`src/rtl/acc_pkg.sv`:
```
package acc_pkg;
  typedef enum logic [1:0] {
    ST_FETCH  = 2'd0,
    ST_DECODE = 2'd1,
    ST_EXEC   = 2'd2
  } seq_t;

  localparam int OPC_W = 3;
  localparam int FLG_W = 3;

  localparam logic [OPC_W-1:0] OPC_ADD  = 3'd0;
  localparam logic [OPC_W-1:0] OPC_STCL = 3'd1;
  localparam logic [OPC_W-1:0] OPC_INCZ = 3'd2;
  localparam logic [OPC_W-1:0] OPC_JUMP = 3'd3;
  localparam logic [OPC_W-1:0] OPC_OPER = 3'd7;
endpackage

```
`src/rtl/acc_ram.sv`:
```
module acc_ram #(
  parameter int AW = 5,
  parameter int DW = 8
) (
  input  logic          clk,
  input  logic          we,
  input  logic [AW-1:0] waddr,
  input  logic [DW-1:0] wdata,
  input  logic [AW-1:0] raddr,
  output logic [DW-1:0] rdata
);
  localparam int DEPTH = 1 << AW;

  logic [DW-1:0] store [DEPTH];

  always_ff @(posedge clk) begin
    if (we) store[waddr] <= wdata;
    rdata <= store[raddr];
  end
endmodule

```
`src/rtl/acc_opgroup.sv`:
```
module acc_opgroup #(
  parameter int DW = 8
) (
  input  logic [DW-1:0] ac_in,
  input  logic [DW-1:0] ax_in,
  input  logic          inc_en,
  input  logic          zskip_en,
  input  logic          swap_en,
  output logic [DW-1:0] ac_out,
  output logic [DW-1:0] ax_out,
  output logic          skip
);
  localparam logic [DW-1:0] ONE = DW'(1);

  logic [DW-1:0] stage1;

  always_comb begin
    stage1 = inc_en ? ac_in + ONE : ac_in;
    skip   = zskip_en && (stage1 == '0);
    ac_out = swap_en ? ax_in : stage1;
    ax_out = swap_en ? stage1 : ax_in;
  end
endmodule

```
`src/rtl/acc_core.sv`:
```
module acc_core
  import acc_pkg::*;
#(
  parameter int DATA_W = 8,
  parameter int ADDR_W = 5,
  localparam int IW   = OPC_W + ADDR_W + FLG_W,
  localparam int LD_W = (IW > DATA_W) ? IW : DATA_W
) (
  input  logic              clk,
  input  logic              rst,
  input  logic              ld_en,
  input  logic              ld_data_sel,
  input  logic [ADDR_W-1:0] ld_addr,
  input  logic [LD_W-1:0]   ld_word,
  output logic [ADDR_W-1:0] pc_o,
  output logic [DATA_W-1:0] ac_o,
  output logic [DATA_W-1:0] ax_o
);
  localparam logic [ADDR_W-1:0] PC_ONE = ADDR_W'(1);
  localparam logic [DATA_W-1:0] D_ONE  = DATA_W'(1);

  seq_t              state;
  logic [IW-1:0]     ir;
  logic [IW-1:0]     imem_q;
  logic [DATA_W-1:0] dmem_q;

  logic [OPC_W-1:0]  ir_op;
  logic [ADDR_W-1:0] ir_a;
  logic              ir_f0, ir_f1, ir_f2;
  logic [ADDR_W-1:0] fetched_a;

  assign ir_op     = ir[IW-1 -: OPC_W];
  assign ir_a      = ir[FLG_W +: ADDR_W];
  assign ir_f0     = ir[2];
  assign ir_f1     = ir[1];
  assign ir_f2     = ir[0];
  assign fetched_a = imem_q[FLG_W +: ADDR_W];

  logic exec;
  assign exec = (state == ST_EXEC);

  logic [DATA_W-1:0] mem_inc;
  assign mem_inc = dmem_q + D_ONE;

  logic imem_we;
  assign imem_we = ld_en && !ld_data_sel;

  acc_ram #(.AW(ADDR_W), .DW(IW)) u_imem (
    .clk   (clk),
    .we    (imem_we),
    .waddr (ld_addr),
    .wdata (ld_word[IW-1:0]),
    .raddr (pc_o),
    .rdata (imem_q)
  );

  logic              dmem_we;
  logic [ADDR_W-1:0] dmem_waddr;
  logic [DATA_W-1:0] dmem_wdata;

  always_comb begin
    dmem_we    = 1'b0;
    dmem_waddr = ir_a;
    dmem_wdata = ac_o;
    if (ld_en && ld_data_sel) begin
      dmem_we    = 1'b1;
      dmem_waddr = ld_addr;
      dmem_wdata = ld_word[DATA_W-1:0];
    end else if (exec && !rst) begin
      if (ir_op == OPC_STCL) begin
        dmem_we    = 1'b1;
        dmem_wdata = ac_o;
      end else if (ir_op == OPC_INCZ) begin
        dmem_we    = 1'b1;
        dmem_wdata = mem_inc;
      end
    end
  end

  acc_ram #(.AW(ADDR_W), .DW(DATA_W)) u_dmem (
    .clk   (clk),
    .we    (dmem_we),
    .waddr (dmem_waddr),
    .wdata (dmem_wdata),
    .raddr (fetched_a),
    .rdata (dmem_q)
  );

  logic [DATA_W-1:0] og_ac, og_ax;
  logic              og_skip;

  acc_opgroup #(.DW(DATA_W)) u_opgroup (
    .ac_in    (ac_o),
    .ax_in    (ax_o),
    .inc_en   (ir_f0),
    .zskip_en (ir_f1),
    .swap_en  (ir_f2),
    .ac_out   (og_ac),
    .ax_out   (og_ax),
    .skip     (og_skip)
  );

  always_ff @(posedge clk) begin
    if (rst) begin
      state <= ST_FETCH;
      pc_o  <= '0;
      ac_o  <= '0;
      ax_o  <= '0;
      ir    <= '0;
    end else begin
      case (state)
        ST_FETCH: state <= ST_DECODE;
        ST_DECODE: begin
          ir    <= imem_q;
          pc_o  <= pc_o + PC_ONE;
          state <= ST_EXEC;
        end
        ST_EXEC: begin
          state <= ST_FETCH;
          case (ir_op)
            OPC_ADD:  ac_o <= ac_o + dmem_q;
            OPC_STCL: ac_o <= '0;
            OPC_INCZ: if (mem_inc == '0) pc_o <= pc_o + PC_ONE;
            OPC_JUMP: pc_o <= ir_a;
            OPC_OPER: begin
              ac_o <= og_ac;
              ax_o <= og_ax;
              if (og_skip) pc_o <= pc_o + PC_ONE;
            end
            default: ;
          endcase
        end
        default: state <= ST_FETCH;
      endcase
    end
  end

  AST_ADD_INTO_AC: assert property (@(posedge clk) disable iff (rst)
    (exec && ir_op == OPC_ADD) |=> ac_o == $past(ac_o + dmem_q));

  AST_STORE_CLEARS: assert property (@(posedge clk) disable iff (rst)
    (exec && ir_op == OPC_STCL) |=> ac_o == '0);

  AST_INCZ_SKIP: assert property (@(posedge clk) disable iff (rst)
    (exec && ir_op == OPC_INCZ && dmem_q == '1) |=> pc_o == $past(pc_o) + PC_ONE);

  AST_JUMP_TARGET: assert property (@(posedge clk) disable iff (rst)
    (exec && ir_op == OPC_JUMP) |=> pc_o == $past(ir_a));

  AST_OPER_INC: assert property (@(posedge clk) disable iff (rst)
    (exec && ir_op == OPC_OPER && ir_f0 && !ir_f2) |=> ac_o == $past(ac_o) + D_ONE);

  AST_OPER_WRAP_SKIP: assert property (@(posedge clk) disable iff (rst)
    (exec && ir_op == OPC_OPER && ir_f0 && ir_f1 && ac_o == '1) |=> pc_o == $past(pc_o) + PC_ONE);

  AST_OPER_SWAP: assert property (@(posedge clk) disable iff (rst)
    (exec && ir_op == OPC_OPER && ir_f2 && !ir_f0) |=> (ac_o == $past(ax_o) && ax_o == $past(ac_o)));

  AST_RESERVED_HOLD: assert property (@(posedge clk) disable iff (rst)
    (exec && ir_op >= 3'd4 && ir_op <= 3'd6) |=> ($stable(ac_o) && $stable(ax_o) && pc_o == $past(pc_o)));

  AST_PC_STEP: assert property (@(posedge clk) disable iff (rst)
    (state == ST_DECODE) |=> (pc_o == $past(pc_o) + PC_ONE && state == ST_EXEC));
endmodule

```
`config.mk`:
```
export PLATFORM = sky130hd
export DESIGN_NAME = acc_core
export DESIGN_NICKNAME = d
export VERILOG_FILES = /design/src/rtl/acc_pkg.sv /design/src/rtl/acc_ram.sv /design/src/rtl/acc_opgroup.sv /design/src/rtl/acc_core.sv
export SDC_FILE = /design/constraint.sdc
export NUM_CORES = 1
export LEC_CHECK = 0
export CAP_MARGIN = 20
export CORE_ASPECT_RATIO = 0.5
export CORE_MARGIN = 5
export CORE_UTILIZATION = 45
export CTS_BUF_LIST = sky130_fd_sc_hd__clkbuf_2
export DETAILED_ROUTE_END_ITERATION = 7
export DONT_BUFFER_PORTS = 1
export HOLD_SLACK_MARGIN = 0.12
export PLACE_DENSITY = 0.65
export REMOVE_ABC_BUFFERS = 1
export SLEW_MARGIN = 10
export SYNTH_ARGS = -nofsm -noshare
export SYNTH_HDL_FRONTEND = slang
export SYNTH_SLANG_ARGS = --single-unit
```
`constraint.sdc`:
```
create_clock -name clk -period 5.2 [get_ports clk]
set_input_delay 0 -clock clk [delete_from_list [all_inputs] [get_ports clk]]
set_output_delay 0 -clock clk [all_outputs]
set_load 0.05 [all_outputs]
```
Word-level counts from Yosys, hierarchy flattened. Memories as Yosys holds them, arrays and structs flattened. A register that Yosys moved wholly into a read port is not among the register bits. Cells that the tools add are included.

Register bits after elaboration: 34. Memory bits (writable): 608. Input port bits: 20. Output and inout port bits: 21. Word-level logic and storage cells: 56. Memories kept: 2.

$add $sub $neg: 4. Eq/ne operators: 9. Mux-type cells: 21. Reduce and logical (&&, ||, !) cells: 15.

Memories: u_imem.store (depth 32, bits a word 11, rd ports 1, clocked after memory_dff 1, write ports 1, RTL line acc_ram.sv:14) `logic [DW-1:0] store [DEPTH];`; u_dmem.store (depth 32, bits a word 8, rd ports 1, clocked after memory_dff 1, write ports 1, RTL line acc_ram.sv:14).

Operators by type and width (count): two-way mux 8 bit (6); case mux 8 bit (3 select lines) (1); adder 8 x 1 -> 8 bit (second input constant) (2); zero test 8 bit (2); two-way mux 5 bit (3); case mux 5 bit (3 select lines) (1); case mux 5 bit (2 select lines) (1); adder 8 bit (1); two-way mux 1 bit (8); == test 3 x 2 -> 1 bit (second input constant) (2); adder 5 x 1 -> 5 bit (second input constant) (1); logical AND 1 bit (4); inequality test 4 x 1 -> 1 bit (second input constant) (1); case mux 2 bit (2 select lines) (1); AND reduction 4 bit (1); == test 3 x 1 -> 1 bit (second input constant) (1); == test 3 bit (second input constant) (1); zero test 3 bit (1); inequality test 3 x 2 -> 1 bit (second input constant) (1); inequality test 3 bit (second input constant) (1); AND reduction 3 bit (1); nonzero test 3 bit (1); == test 2 x 1 -> 1 bit (second input constant) (1); == test 2 bit (second input constant) (1); 4 further kinds (5).

Depth between registers and ports, before layout.
Word-level depth: 7. Depth in mapped cells: 10. Gate-level depth less buffers: 10.

Cells and area by module. A second synthesis with hierarchy kept.

Cell total of the unflattened synthesis: 1556. Area total of the unflattened synthesis: 26817.0 um^2.

Modules (own cells, without submodules): acc_ram (u_imem) (instances 1, cells each 801, area each 14199.9 um^2, sequential area each 10790.3 um^2); acc_ram (u_dmem) (instances 1, cells each 417, area each 10053.4 um^2, sequential area each 7847.5 um^2); acc_core (instances 1, cells each 281, area each 2154.6 um^2, sequential area each 680.7 um^2); acc_opgroup (instances 1, cells each 57, area each 409.1 um^2, sequential area each 0.0 um^2).

Least setup slack after synthesis. No wires, ideal clock.

Path type: reg2reg. Start: register state[0]. End: memory u_dmem.store[0][0] (data pin). Setup time: 0.454 ns. Arrival: 2.937 ns. Data required time: 4.746 ns. Slack: 1.808 ns. Stages on the path, launching flop included: 8. Cell sequence: dfxtp_1 -> inv_1 -> ha_1 -> nand2_1 -> nor4_1 -> clkbuf_1 -> o21ai_0 -> o21ai_0.

Word-level cells in the longest chain between the ends: 4.

Ends and longest elaborated chain: from (decl) (RTL line acc_core.sv:22) `seq_t state;`; from (signal assigned) (RTL line acc_core.sv:105) `state <= ST_FETCH;`; from (signal assigned) (RTL line acc_core.sv:112) `ST_FETCH: state <= ST_DECODE;`; from (signal assigned) (RTL line acc_core.sv:116) `state <= ST_EXEC;`; == test 2 bit (RTL line acc_core.sv:40) `assign exec = (state == ST_EXEC);`; logical AND 1 bit (RTL line acc_core.sv:69) `end else if (exec && !rst) begin`; two-way mux 8 bit (RTL line acc_core.sv:69); two-way mux 8 bit (RTL line acc_core.sv:65) `if (ld_en && ld_data_sel) begin`; via dmem_wdata[0] (RTL line acc_core.sv:59) `logic [DATA_W-1:0] dmem_wdata;`; to (decl) (RTL line acc_ram.sv:14).

The timed path passes the listed nets, and every way through them passes these cells.

Worst setup path in the final report.
Start: input ld_addr[3]. End: memory u_imem.store[8][8] (netlist name) (enable).

RTL lines: from (decl) (RTL line acc_core.sv:13) `input logic [ADDR_W-1:0] ld_addr,`; to (decl) (RTL line acc_ram.sv:14).

Straight into the memory's write port.

==> results <==
- The flow ran to the end, and the final reports show no timing, DRC or antenna violations.
- In this run the cell area measured after placement is 27400 um^2.
- Each instance of the synthesized netlist takes up on average 20.0 um^2.
- After synthesis the cells add up to 26300 um^2.
- The synthesized design contains 661 register bits.
- The leakage power is 0.00952 uW.
- The critical path in this run is classified as in2reg.
- The share of the Yosys chip area taken by registers is 0.735.
- In this run the number of H-tree levels came out at 4.
- The initial antenna violation count is 1.
- For the worst setup path, the data arrival time is 4.55 ns.
- The port buffer count is 0.
- STA puts the critical path data required time at 5.97 ns.
- At the end of routability-driven placement, the weighted congestion stood at 0.786.
- Power spread over the standard cell area amounts to 374 nW/um^2.
- The first-pass GRT wire length is 91200 um.
- Once layout is done, the placed cells without fillers occupy 29600 um^2.
- The filler cell count in the final layout is 4583.
- At the later pin of the worst-skew pair, clock insertion delay measures 1.09 ns.
- The final routed DRC violation total is 0.
- The die covers 63700 um^2.
- The fraction of layout cells with a size suffix above 1 is 0.340.
- TritonCTS built the clock tree.
- For this run, the post-layout net count is 1544.
- STA classifies the critical path endpoint as a flip-flop.
- The maximum vdd drop is 0.158 mV.
- Clock-pin slew was measured on the worst setup and hold paths at 0.12 ns.
- In the final timing run, aggregate negative setup slack is 0 ns.
- The total half-perimeter wirelength after legalization and detailed placement is 35700 um.
- The cell at the root of the clock tree is clkbuf_2.
- The worst path needs 3.78 ns of the cycle, external delays included.
- For this run, the leading register cell type out of synthesis is edfxtp_1.
- The number of failing setup endpoints in the final timing report is 0.
- The hold violation count in the final report is 0.
- The worst-path maximum fanout is 8.
- Across all layers, the routed design uses 13746 vias.
- The area inside the core boundary is 57600 um^2.
- The die boundary width is 352 um.
- The global route total overflow is 0.
- Counting every instance in the synthesized netlist gives 1312.
- The site row count is 62.
- Counting distinct cell types in the post-synthesis netlist gives 53.
- The most repeated library cell on the critical path is dlygate4sd3_1.
- The worst-case clock buffer depth is 3.
- The I/O pin total is 41.
- The class of the tightest hold or removal check is in2reg.
- The worst-case clock skew is 0.105 ns.
- The number of buffers added by the clock tree synthesis step is 149.
- The library cells used most frequently in the layout, excluding fill and tap cells, are 608 x edfxtp_1, 219 x clkbuf_2, 190 x mux4_2, 96 x nor2_1, 58 x nand2_1.
- The highest achievable clock rate is 264 MHz.
- The number of design-rule violations left by the first detailed-router iteration is 1416.
- For this design, the slowest cell found on the critical path is dlygate4sd3_1.
- The final count of pins violating max slew is 0.
- The number of global-route vias before repair was 14037.
- Leaving out fill and tap cells, the most frequent cell in the layout is edfxtp_1.
- The startpoint class of the critical path is an input pin.
- The initial core utilization is 0.456.
- The overall die height is 181 um.
- The maximum number of pins on one net before global-route repair is 51.
- Counting flops with a built-in enable in the synthesized netlist gives 608.
- Of the available clock period, the critical path in the final layout requires 0.727.
- The Yosys step of the flow raised 0 warnings.
- The signal on the critical path passes through dlygate4sd3_1, dlygate4sd3_1, nand2b_1, dlygate4sd3_1, or2_2, dlygate4sd3_1, nor2_1, dlygate4sd3_1, buf_4, dlygate4sd3_1.
- For this run, the slowest stage of the critical path takes 0.75 ns.
- For this block, the routed nets add up to 61000 um of wire.
- Setup repair after global routing left no endpoint under its margin.
- The number of vias per cell is 5.73.
- The worst slew slack as a fraction of its limit is 0.237.
- The first detailed-routing pass ran for 5 iterations.
- In the synthesized netlist the async set-or-reset flop fraction comes to 0.
- The tool flagged a number of max-cap violations equal to 0.
- The worst-margin pin slew is 1.14 ns.
- From synthesis to final layout, the design area changed by 12.6%.
- The clock net in this run drives a total of 661 sinks.
- Across every metal layer, demand over resource in global routing totals 0.193.
- Dividing the detail-routed wire length by the instance count gives 25.4 um.
- The count of nets left with antenna violations after detail routing is 0.
==> power by group <==
part           switching [uW]  total (uW)  internal, uW
sequential                351        6290          5940
clock                    2040        3240          1200
combinational             703        1550           848
==> per-stage QoR <==
| stage | cells | worst slack, ns | hold slack [ns] | total power [uW] | util |
|---|---|---|---|---|---|
| global placement | 2055 | 2.15 | 0.0715 | 7830 | 0.475 |
| detailed placement | 2060 | 2.14 | 0.0750 | 7860 | 0.476 |
| global route | 2397 | 1.47 | 0.121 | 11600 | 0.514 |
| finish | 2397 | 1.42 | 0.219 | 11100 | 0.514 |
| CTS | 2389 | 1.60 | 0.163 | 11200 | 0.512 |
| floorplan | 1239 | -0.395 | 0.0691 | 7450 | - |
==> Yosys cell counts (all sizes together), types with 8 or more instances <==
library cell,number,area share
a211oi,17,0.0049
a22oi,8,0.0023
buf,30,0.0066
clkbuf,43,0.0063
dfxtp,53,0.040
edfxtp,608,0.69
ha,15,0.0071
mux2,19,0.0081
mux2i,20,0.0076
mux4,190,0.16
nand2,58,0.0083
nand3,15,0.0029
nor2,104,0.015
o21ai,36,0.0069
xnor2,13,0.0043
xor2,9,0.0030
==> cells by family after synthesis <==
logic type	after synthesis	share of synthesized area
xor gates and xnor gates	22	0.00733
buffers and inverters	80	0.0138
DFF	661	0.735
and+or+nand+nor	219	0.0369
AOI/OAI and AO/OA	85	0.0208
adders and majority gates	16	0.00790
muxes	229	0.178
==> metal layers <==
metal	global-route usage	vias to the layer above	part of all wire
met1	0.277	7175	0.43
met5	0	-	0
met4	0.0494	0	0.013
li1	-	5848	-
met3	0.0410	70	0.075
met2	0.305	653	0.49
==> critical path, delay by kind of cell <==
kind / cells / cell delay [ns]
buffers and inverters: 7 / 4.04
AND/OR/NAND/NOR: 3 / 0.48
==> state kept, by name, indices dropped and copies added, names as in the netlist <==
signal	flops
ac_o	8
ax_o	8
ir	11
pc_o	5
state	2
u_dmem.rdata	8
u_dmem.store	256
u_imem.rdata	11
u_imem.store	352
==> worst paths after layout <==
kind                                 startpoint                  end  slack [ns]  cells after the start
worst min register to register  u_imem.rdata[1]                ir[1]        0.47                      2
worst max register to register          ac_o[1]              pc_o[0]        2.20                      8
worst max-delay path                 ld_addr[3]   u_imem.store[8][8]        1.42                     10
worst min-delay path                 ld_word[7]  u_dmem.store[29][7]        0.22                      4
==> repair_timing <==
action	CTS	global route
resized for setup	0	0
buffers inserted	0	0
hold endpoints to repair	1250	0
hold buffers	58	0
==> area by class of cell <==
type                            count  area, um^2  share of cell area
Clock inverter                     52         283             0.00955
Antenna cell                        1        2.50           0.0000845
Clock buffer                      219        1100              0.0370
Timing Repair Buffer              118        1210              0.0410
Inverter                            7        26.3            0.000887
Multi-Input combinational cell    571        6690               0.226
Tap cell                          768         961              0.0325
Sequential cell                   661       19300               0.653
Power figures use the tool's default switching activity.
